===== src/rtl/mdio_pkg.sv =====
package mdio_pkg;
  localparam int PHY_W   = 5;
  localparam int REG_W   = 5;
  localparam int DATA_W  = 16;
  localparam int ADDR_W  = REG_W + DATA_W;
  localparam int PRE_LEN = 32;
  localparam int HDR_LEN = PRE_LEN + 4 + PHY_W + REG_W;
  localparam int FRAME_W = HDR_LEN + 2 + DATA_W;

  typedef enum logic [2:0] {
    ST_IDLE, ST_DRIVE, ST_TA, ST_RX, ST_TAIL
  } mdio_st_e;

  function automatic logic [1:0] op_code(logic c45, logic wr);
    return wr ? 2'b01 : (c45 ? 2'b11 : 2'b10);
  endfunction

  function automatic logic [FRAME_W-1:0] build_frame(
      logic c45, logic [1:0] op, logic [PHY_W-1:0] phy,
      logic [REG_W-1:0] rf, logic [DATA_W-1:0] d);
    return {{PRE_LEN{1'b1}}, 1'b0, ~c45, op, phy, rf, 2'b10, d};
  endfunction
endpackage


===== src/rtl/mdio_bit_timer.sv =====
module mdio_bit_timer #(
  parameter int HALF_CYC    = 63,
  parameter int RD_HIGH_CYC = 88
) (
  input  logic clk_i,
  input  logic rst_ni,
  input  logic run_i,
  input  logic long_i,
  output logic mdc_o,
  output logic bit_end_o
);
  localparam int MAX_CYC = (HALF_CYC > RD_HIGH_CYC) ? HALF_CYC : RD_HIGH_CYC;
  localparam int CNT_W   = $clog2(MAX_CYC + 1);

  logic             hi_q;
  logic [CNT_W-1:0] cnt_q;
  logic [CNT_W-1:0] lim;
  logic             wrap;

  assign lim  = (hi_q && long_i) ? CNT_W'(RD_HIGH_CYC - 1) : CNT_W'(HALF_CYC - 1);
  assign wrap = (cnt_q == lim);

  always_ff @(posedge clk_i or negedge rst_ni) begin
    if (!rst_ni) begin
      hi_q  <= 1'b0;
      cnt_q <= '0;
    end else if (!run_i) begin
      hi_q  <= 1'b0;
      cnt_q <= '0;
    end else if (wrap) begin
      hi_q  <= ~hi_q;
      cnt_q <= '0;
    end else begin
      cnt_q <= cnt_q + 1'b1;
    end
  end

  assign mdc_o     = hi_q;
  assign bit_end_o = run_i & hi_q & wrap;
endmodule


===== src/rtl/mdio_tx_shift.sv =====
module mdio_tx_shift #(
  parameter int W = 64
) (
  input  logic         clk_i,
  input  logic         rst_ni,
  input  logic         load_i,
  input  logic [W-1:0] data_i,
  input  logic         shift_i,
  output logic         msb_o
);
  logic [W-1:0] sr_q;

  always_ff @(posedge clk_i or negedge rst_ni) begin
    if (!rst_ni)      sr_q <= '0;
    else if (load_i)  sr_q <= data_i;
    else if (shift_i) sr_q <= {sr_q[W-2:0], 1'b0};
  end

  assign msb_o = sr_q[W-1];
endmodule


===== src/rtl/mdio_rx_shift.sv =====
module mdio_rx_shift #(
  parameter int W = 16
) (
  input  logic         clk_i,
  input  logic         rst_ni,
  input  logic         shift_i,
  input  logic         bit_i,
  input  logic         fill_i,
  output logic [W-1:0] q_o
);
  always_ff @(posedge clk_i or negedge rst_ni) begin
    if (!rst_ni)      q_o <= '0;
    else if (fill_i)  q_o <= '1;
    else if (shift_i) q_o <= {q_o[W-2:0], bit_i};
  end
endmodule


===== src/rtl/mdio_master.sv =====
module mdio_master
  import mdio_pkg::*;
#(
  parameter int HALF_CYC    = 63,
  parameter int RD_HIGH_CYC = 88
) (
  input  logic              clk_i,
  input  logic              rst_ni,
  input  logic              req_valid_i,
  input  logic              req_write_i,
  input  logic              req_c45_i,
  input  logic [PHY_W-1:0]  req_phy_i,
  input  logic [ADDR_W-1:0] req_addr_i,
  input  logic [DATA_W-1:0] req_wdata_i,
  output logic              busy_o,
  output logic              done_o,
  output logic [DATA_W-1:0] rdata_o,
  output logic              mdc_o,
  output logic              mdio_o,
  output logic              mdio_oe_o,
  input  logic              mdio_i
);
  localparam int LEFT_W = $clog2(FRAME_W);
  localparam logic [LEFT_W-1:0] LEFT_WR = LEFT_W'(FRAME_W - 1);
  localparam logic [LEFT_W-1:0] LEFT_RD = LEFT_W'(HDR_LEN - 1);
  localparam logic [LEFT_W-1:0] LEFT_FL = LEFT_W'(PRE_LEN - 1);
  localparam logic [LEFT_W-1:0] LEFT_RX = LEFT_W'(DATA_W - 1);

  mdio_st_e          st_q;
  logic [LEFT_W-1:0] left_q;
  logic              addr_ph_q, wr_q, done_q;
  logic [PHY_W-1:0]  phy_q;
  logic [REG_W-1:0]  dev_q;
  logic [DATA_W-1:0] wdata_q;

  logic               run, long_bit, bit_end, last;
  logic               tx_load, tx_msb;
  logic [FRAME_W-1:0] tx_data, main_in, addr_in, main_q;
  logic [REG_W-1:0]   rf_in;

  assign run      = (st_q != ST_IDLE);
  assign long_bit = (st_q == ST_TA) || (st_q == ST_RX) || (st_q == ST_TAIL);
  assign last     = (left_q == '0);
  assign rf_in    = req_c45_i ? req_addr_i[ADDR_W-1:DATA_W] : req_addr_i[REG_W-1:0];

  assign main_in = build_frame(req_c45_i, op_code(req_c45_i, req_write_i),
                               req_phy_i, rf_in, req_wdata_i);
  assign addr_in = build_frame(1'b1, 2'b00, req_phy_i,
                               req_addr_i[ADDR_W-1:DATA_W], req_addr_i[DATA_W-1:0]);
  assign main_q  = build_frame(1'b1, op_code(1'b1, wr_q), phy_q, dev_q, wdata_q);

  always_comb begin
    tx_load = 1'b0;
    tx_data = main_in;
    if (st_q == ST_IDLE && req_valid_i) begin
      tx_load = 1'b1;
      tx_data = req_c45_i ? addr_in : main_in;
    end else if (st_q == ST_TAIL && bit_end && last && addr_ph_q) begin
      tx_load = 1'b1;
      tx_data = main_q;
    end
  end

  mdio_bit_timer #(.HALF_CYC(HALF_CYC), .RD_HIGH_CYC(RD_HIGH_CYC)) u_timer (
    .clk_i(clk_i), .rst_ni(rst_ni), .run_i(run), .long_i(long_bit),
    .mdc_o(mdc_o), .bit_end_o(bit_end)
  );

  mdio_tx_shift #(.W(FRAME_W)) u_tx (
    .clk_i(clk_i), .rst_ni(rst_ni), .load_i(tx_load), .data_i(tx_data),
    .shift_i(st_q == ST_DRIVE && bit_end), .msb_o(tx_msb)
  );

  mdio_rx_shift #(.W(DATA_W)) u_rx (
    .clk_i(clk_i), .rst_ni(rst_ni),
    .shift_i(st_q == ST_RX && bit_end), .bit_i(mdio_i),
    .fill_i(st_q == ST_TA && bit_end && mdio_i), .q_o(rdata_o)
  );

  always_ff @(posedge clk_i or negedge rst_ni) begin
    if (!rst_ni) begin
      st_q      <= ST_IDLE;
      left_q    <= '0;
      addr_ph_q <= 1'b0;
      wr_q      <= 1'b0;
      phy_q     <= '0;
      dev_q     <= '0;
      wdata_q   <= '0;
      done_q    <= 1'b0;
    end else begin
      done_q <= 1'b0;
      unique case (st_q)
        ST_IDLE: if (req_valid_i) begin
          st_q      <= ST_DRIVE;
          addr_ph_q <= req_c45_i;
          wr_q      <= req_write_i;
          phy_q     <= req_phy_i;
          dev_q     <= req_addr_i[ADDR_W-1:DATA_W];
          wdata_q   <= req_wdata_i;
          left_q    <= (req_c45_i || req_write_i) ? LEFT_WR : LEFT_RD;
        end
        ST_DRIVE: if (bit_end) begin
          if (!last) left_q <= left_q - 1'b1;
          else if (!addr_ph_q && !wr_q) st_q <= ST_TA;
          else begin
            st_q   <= ST_TAIL;
            left_q <= '0;
          end
        end
        ST_TA: if (bit_end) begin
          if (mdio_i) begin
            st_q   <= ST_TAIL;
            left_q <= LEFT_FL;
          end else begin
            st_q   <= ST_RX;
            left_q <= LEFT_RX;
          end
        end
        ST_RX: if (bit_end) begin
          if (last) st_q <= ST_TAIL;
          else      left_q <= left_q - 1'b1;
        end
        ST_TAIL: if (bit_end) begin
          if (!last) left_q <= left_q - 1'b1;
          else if (addr_ph_q) begin
            addr_ph_q <= 1'b0;
            st_q      <= ST_DRIVE;
            left_q    <= wr_q ? LEFT_WR : LEFT_RD;
          end else begin
            st_q   <= ST_IDLE;
            done_q <= 1'b1;
          end
        end
        default: st_q <= ST_IDLE;
      endcase
    end
  end

  assign mdio_oe_o = (st_q == ST_DRIVE);
  assign mdio_o    = mdio_oe_o & tx_msb;
  assign busy_o    = run;
  assign done_o    = done_q;
endmodule


===== config.mk =====
export PLATFORM = sky130hd
export DESIGN_NAME = mdio_master
export DESIGN_NICKNAME = d
export VERILOG_FILES = /design/src/rtl/mdio_pkg.sv /design/src/rtl/mdio_bit_timer.sv /design/src/rtl/mdio_tx_shift.sv /design/src/rtl/mdio_rx_shift.sv /design/src/rtl/mdio_master.sv
export SDC_FILE = /design/constraint.sdc
export NUM_CORES = 1
export LEC_CHECK = 0
export BUFFER_PORTS_ARGS = -buffer_cell sky130_fd_sc_hd__buf_2
export CORE_MARGIN = 2
export CORE_UTILIZATION = 40
export CTS_CLUSTER_DIAMETER = 120
export DETAILED_ROUTE_END_ITERATION = 12
export PLACE_DENSITY_LB_ADDON = 0.3
export SLEW_MARGIN = 25
export SYNTH_ARGS = -nofsm -noshare
export SYNTH_HDL_FRONTEND = slang
export SYNTH_SLANG_ARGS = --single-unit

===== constraint.sdc =====
create_clock -name clk_i -period 2.4 [get_ports clk_i]
set_input_delay 0.48 -clock clk_i [delete_from_list [all_inputs] [get_ports clk_i]]
set_output_delay 0.48 -clock clk_i [all_outputs]
set_load 0.01 [all_outputs]

==> flow_results.org <==
** Detailed routing
- The first detailed-routing pass took 5 iterations.
- Count of nets left with antenna violations after detail routing :: 0
- In the routed design, unresolved DRC markers number 0.
- After detailed routing, the number of vias per cell comes to 5.444.
- Dividing the detail-routed wire length by the instance count gives 15.62 um.
- Final routed wirelength across all metal layers :: 15.05 mm
- Detailed router's first-iteration violation count :: 391
- The final route contains 5,243 vias.

** Pwr
- Across the VDD grid, the largest voltage drop is 0.4667 mV.
- Static leakage :: 3.547 nW
- Overall power consumption after layout is estimated at 0.004582 W.
- Power spread over the standard cell area amounts to 605.2 mW/mm2.

** Timing
- The clock arrives with 0.007058 ns of skew.
- Actual slew at the worst max-slew pin :: 0.6502 ns
- Final worst-path cycle share :: 98.29%
- Unrepaired setup endpoints after global routing :: yes
- Summed over all failing endpoints, the final setup total negative slack is 0 ns.
- Counting I/O delays and the setup requirement, the final critical path takes 2.359 ns.
- The number of hold violations in the final report came to 0.
- Highest clock frequency the design can meet :: 423.9 MHz
- The number of max-slew violations in the final report came to 0.
- Final worst setup slack :: 0.04104 ns
- Final setup violation count :: 0
- In this run the tightest slew margin relative to its limit is 56.66%.

** Job
- Max-cap violations :: 0

** Synth
- In the synthesized netlist, the number of instances is 673.
- In this run the cell area of the synthesized design comes to 0.006173 mm2.
- EDFF count, synth :: 0
- Averaged over all synthesized cells, the footprint is 9.173 um2.
- For this run, asynchronously set or reset flops after synthesis account for 100.0%.
- After synthesis the netlist holds a flip-flop and latch count of 126.
- Among all flip-flop cells after synthesis, the most frequent one is sky130_fd_sc_hd__dfrtp_1.
- Synthesis produced a netlist with a net count of 723.
- Yosys printed 0 warnings.
- Count of distinct cell types in the synthesized netlist :: 64
- For this run, the register share of the synthesized area comes to 51.07%.

** Placement
- The congestion estimate from routability-driven global placement came to 0.9327.
- Summing all placed instances gives a cell area of 0.006999 mm2.
- Detailed placement finished with a half-perimeter wire length of 10.42 mm.
- During placement, the flow inserted port buffers numbering 68.
- Timing analysis after detailed placement gives a worst setup slack of -0.05971 ns.

** Global route
- Global-route wire length before repair :: 25.18 mm
- Pin count of the biggest net entering global routing :: 50
- The initial antenna violation count came to 0.
- For this run, the total global-route usage over all layers was measured as 19.38%.
- Vias in the first global route :: 5,054
- Global routing finished with a remaining overflow of 0.

** Worst setup path
- In this design, the stage delay of the slowest critical-path cell is 0.48 ns.
- STA classifies the critical path startpoint as a register.
- The worst register-to-register path ends at u_tx.sr_q[1].
- Startpoint of the worst-slack reg-to-reg timing path :: left_q[0]
- CP endpoint kind :: register
- Data arrives at the worst endpoint at 2.70 ns.
- Cell-by-cell listing of the critical path :: inv_2 > ha_4 > or4b_4 > or4_4 > a211oi_4 > buf_6 > a21oi_1 > a2bb2oi_2
- In this run the worst path has a maximum fanout of 10.
- Setup slack on the worst reg-to-reg path comes out at 0.04 ns.
- Critical setup path kind :: register to register
- Data required time at the worst endpoint :: 2.74 ns
- For this design, the slowest cell found on the critical path is sky130_fd_sc_hd__or4b_4.
- Count of cells along the worst register-to-register path :: 8

** Clocking
- CTS buffer count :: 17
- Clk slew on worst S/H paths :: 0.06 ns
- Clk sinks :: 126
- Buffers from clock root to sink, at most :: 2
- The clock tree synthesis step divided the H-tree into 4 levels.
- TritonCTS built the clock tree.
- Root buf cell :: sky130_fd_sc_hd__clkbuf_16
- Hold bufs inserted after CTS :: 0
- Clock latency of the later-clocked register in the worst-skew pair :: 0.42 ns

** Floorplanning
- The total area inside the core boundary comes to 0.01515 mm2.
- The initial utilization of the core area, before any placement, comes to 40.76%.
- Die area :: 0.01644 mm2
- Height of the die :: 128.2 um
- Die X-Extent :: 128.2 um
- Standard-cell row count :: 45
- 69 I/O pins were placed.

** Hold path
- Min-delay worst type :: primary input to asynchronous set/reset pin

** Cells and area
- Number of nets in the finished design :: 813
- Cells with a size suffix above 1 make up 23.48% of the layout.
- Leading cell types in the layout, fill and taps excluded :: sky130_fd_sc_hd__nand2_1 (186), sky130_fd_sc_hd__dfrtp_1 (126), sky130_fd_sc_hd__buf_2 (67)
- Area added between synthesis and finish :: 22.64%
- The number of antenna diodes in the final layout is 0.
- Most common library cell in the layout ignoring fill and taps :: sky130_fd_sc_hd__nand2_1
- After routing the design area is 0.007571 mm2.
- Cells fill 49.99% of the core in the end.

** Status
- Status :: completed
## area by class of cell
class / count / area, um2
fillers: 1428 / 7575
flip-flops and latches: 126 / 3153
multi-input cells: 488 / 2841
repair buffers: 114 / 770.7
clock buffers: 23 / 467.9
well taps: 188 / 235.2
inverters: 16 / 60.06
clock inverters: 8 / 42.54
## cells by family after synthesis
| logic type | synth area share, % |
|---|---|
| xor+xnor | 0.7095 |
| compound gates | 16.44 |
| flops | 51.07 |
| simple gates | 21.95 |
| mux | 5.128 |
| fa+ha+maj | 0.4053 |
| buf+inv | 4.296 |
## sequential cells by signal, indices dropped and copies added (netlist names)
register and flops:
u_rx.q_o 16, u_tx.sr_q 64, u_timer.mdc_o 1, done_o 1, dev_q 5, addr_ph_q 1, wdata_q 16, phy_q 5
left_q 6, wr_q 1, st_q 3, u_timer.cnt_q 7
## worst max-delay path by stage
| stage | to | cells after the start | slack [ns] | from |
|---|---|---|---|---|
| 3_5_place_dp | u_tx.sr_q[8] | 7 | -0.06 | left_q[0] |
| 4_1_cts | u_tx.sr_q[1] | 8 | 0.004 | left_q[0] |
| 5_1_grt | u_tx.sr_q[19] | 8 | -0.05 | left_q[1] |
| 6_report | u_tx.sr_q[1] | 8 | 0.04 | left_q[0] |
| 2_1_floorplan | u_tx.sr_q[10] | 9 | 0.01 | left_q[1] |
| 3_3_place_gp | u_tx.sr_q[8] | 7 | -0.02 | left_q[0] |
## cells in the mapped netlist, types with 7 or more instances
cell / instances / area share [%]
sky130_fd_sc_hd__o211ai_1: 13 / 1.6
sky130_fd_sc_hd__nand2_1: 187 / 11
sky130_fd_sc_hd__o22ai_1: 7 / 0.71
sky130_fd_sc_hd__inv_1: 16 / 0.97
sky130_fd_sc_hd__dfrtp_1: 126 / 51
sky130_fd_sc_hd__nand3_1: 44 / 3.6
sky130_fd_sc_hd__a2bb2oi_2: 8 / 1.9
sky130_fd_sc_hd__mux2i_1: 26 / 4.2
sky130_fd_sc_hd__o21ai_0: 31 / 2.5
sky130_fd_sc_hd__clkbuf_1: 31 / 1.9
sky130_fd_sc_hd__a21oi_1: 27 / 2.2
sky130_fd_sc_hd__nor2_1: 44 / 2.7
## per-layer routing
metal,up-vias,part of all wire [%],GRT usage [%]
met5,-,0,0
met2,163,47,29.88
met4,0,1.5,5.947
met3,18,5.7,5.927
li1,2513,-,-
met1,2549,46,26.31
## critical path: cells and delay by family (launching register included)
kind	cells	cell delay, ns
and+or+nand+nor	2	0.95
adders and majority gates	1	0.14
buffers and inverters	2	0.27
AOI/OAI and AO/OA	3	0.52
DFF	1	0.39
## where the power goes
group          internal, W  total, W  switching (W)
registers          0.00216   0.00217      0.0000181
logic            0.0000688  0.000171       0.000103
clock network      0.00135   0.00224       0.000885
## per-stage QoR
step	hold WS (ns)	cells
after floorplan	0.1844	673
after global placement	0.4593	930
after detailed placement	0.4650	930
after CTS	0.09206	961
after global routing	0.1229	963
final	0.08625	963
## what timing repair did
action / in CTS / in global routing
cloned: 0 / 0
gates resized for setup: 4 / 6
setup endpoints to repair: 8 / 23
buffers inserted: 0 / 2
pin swaps: 1 / 5
Power figures use the tool's default switching activity.
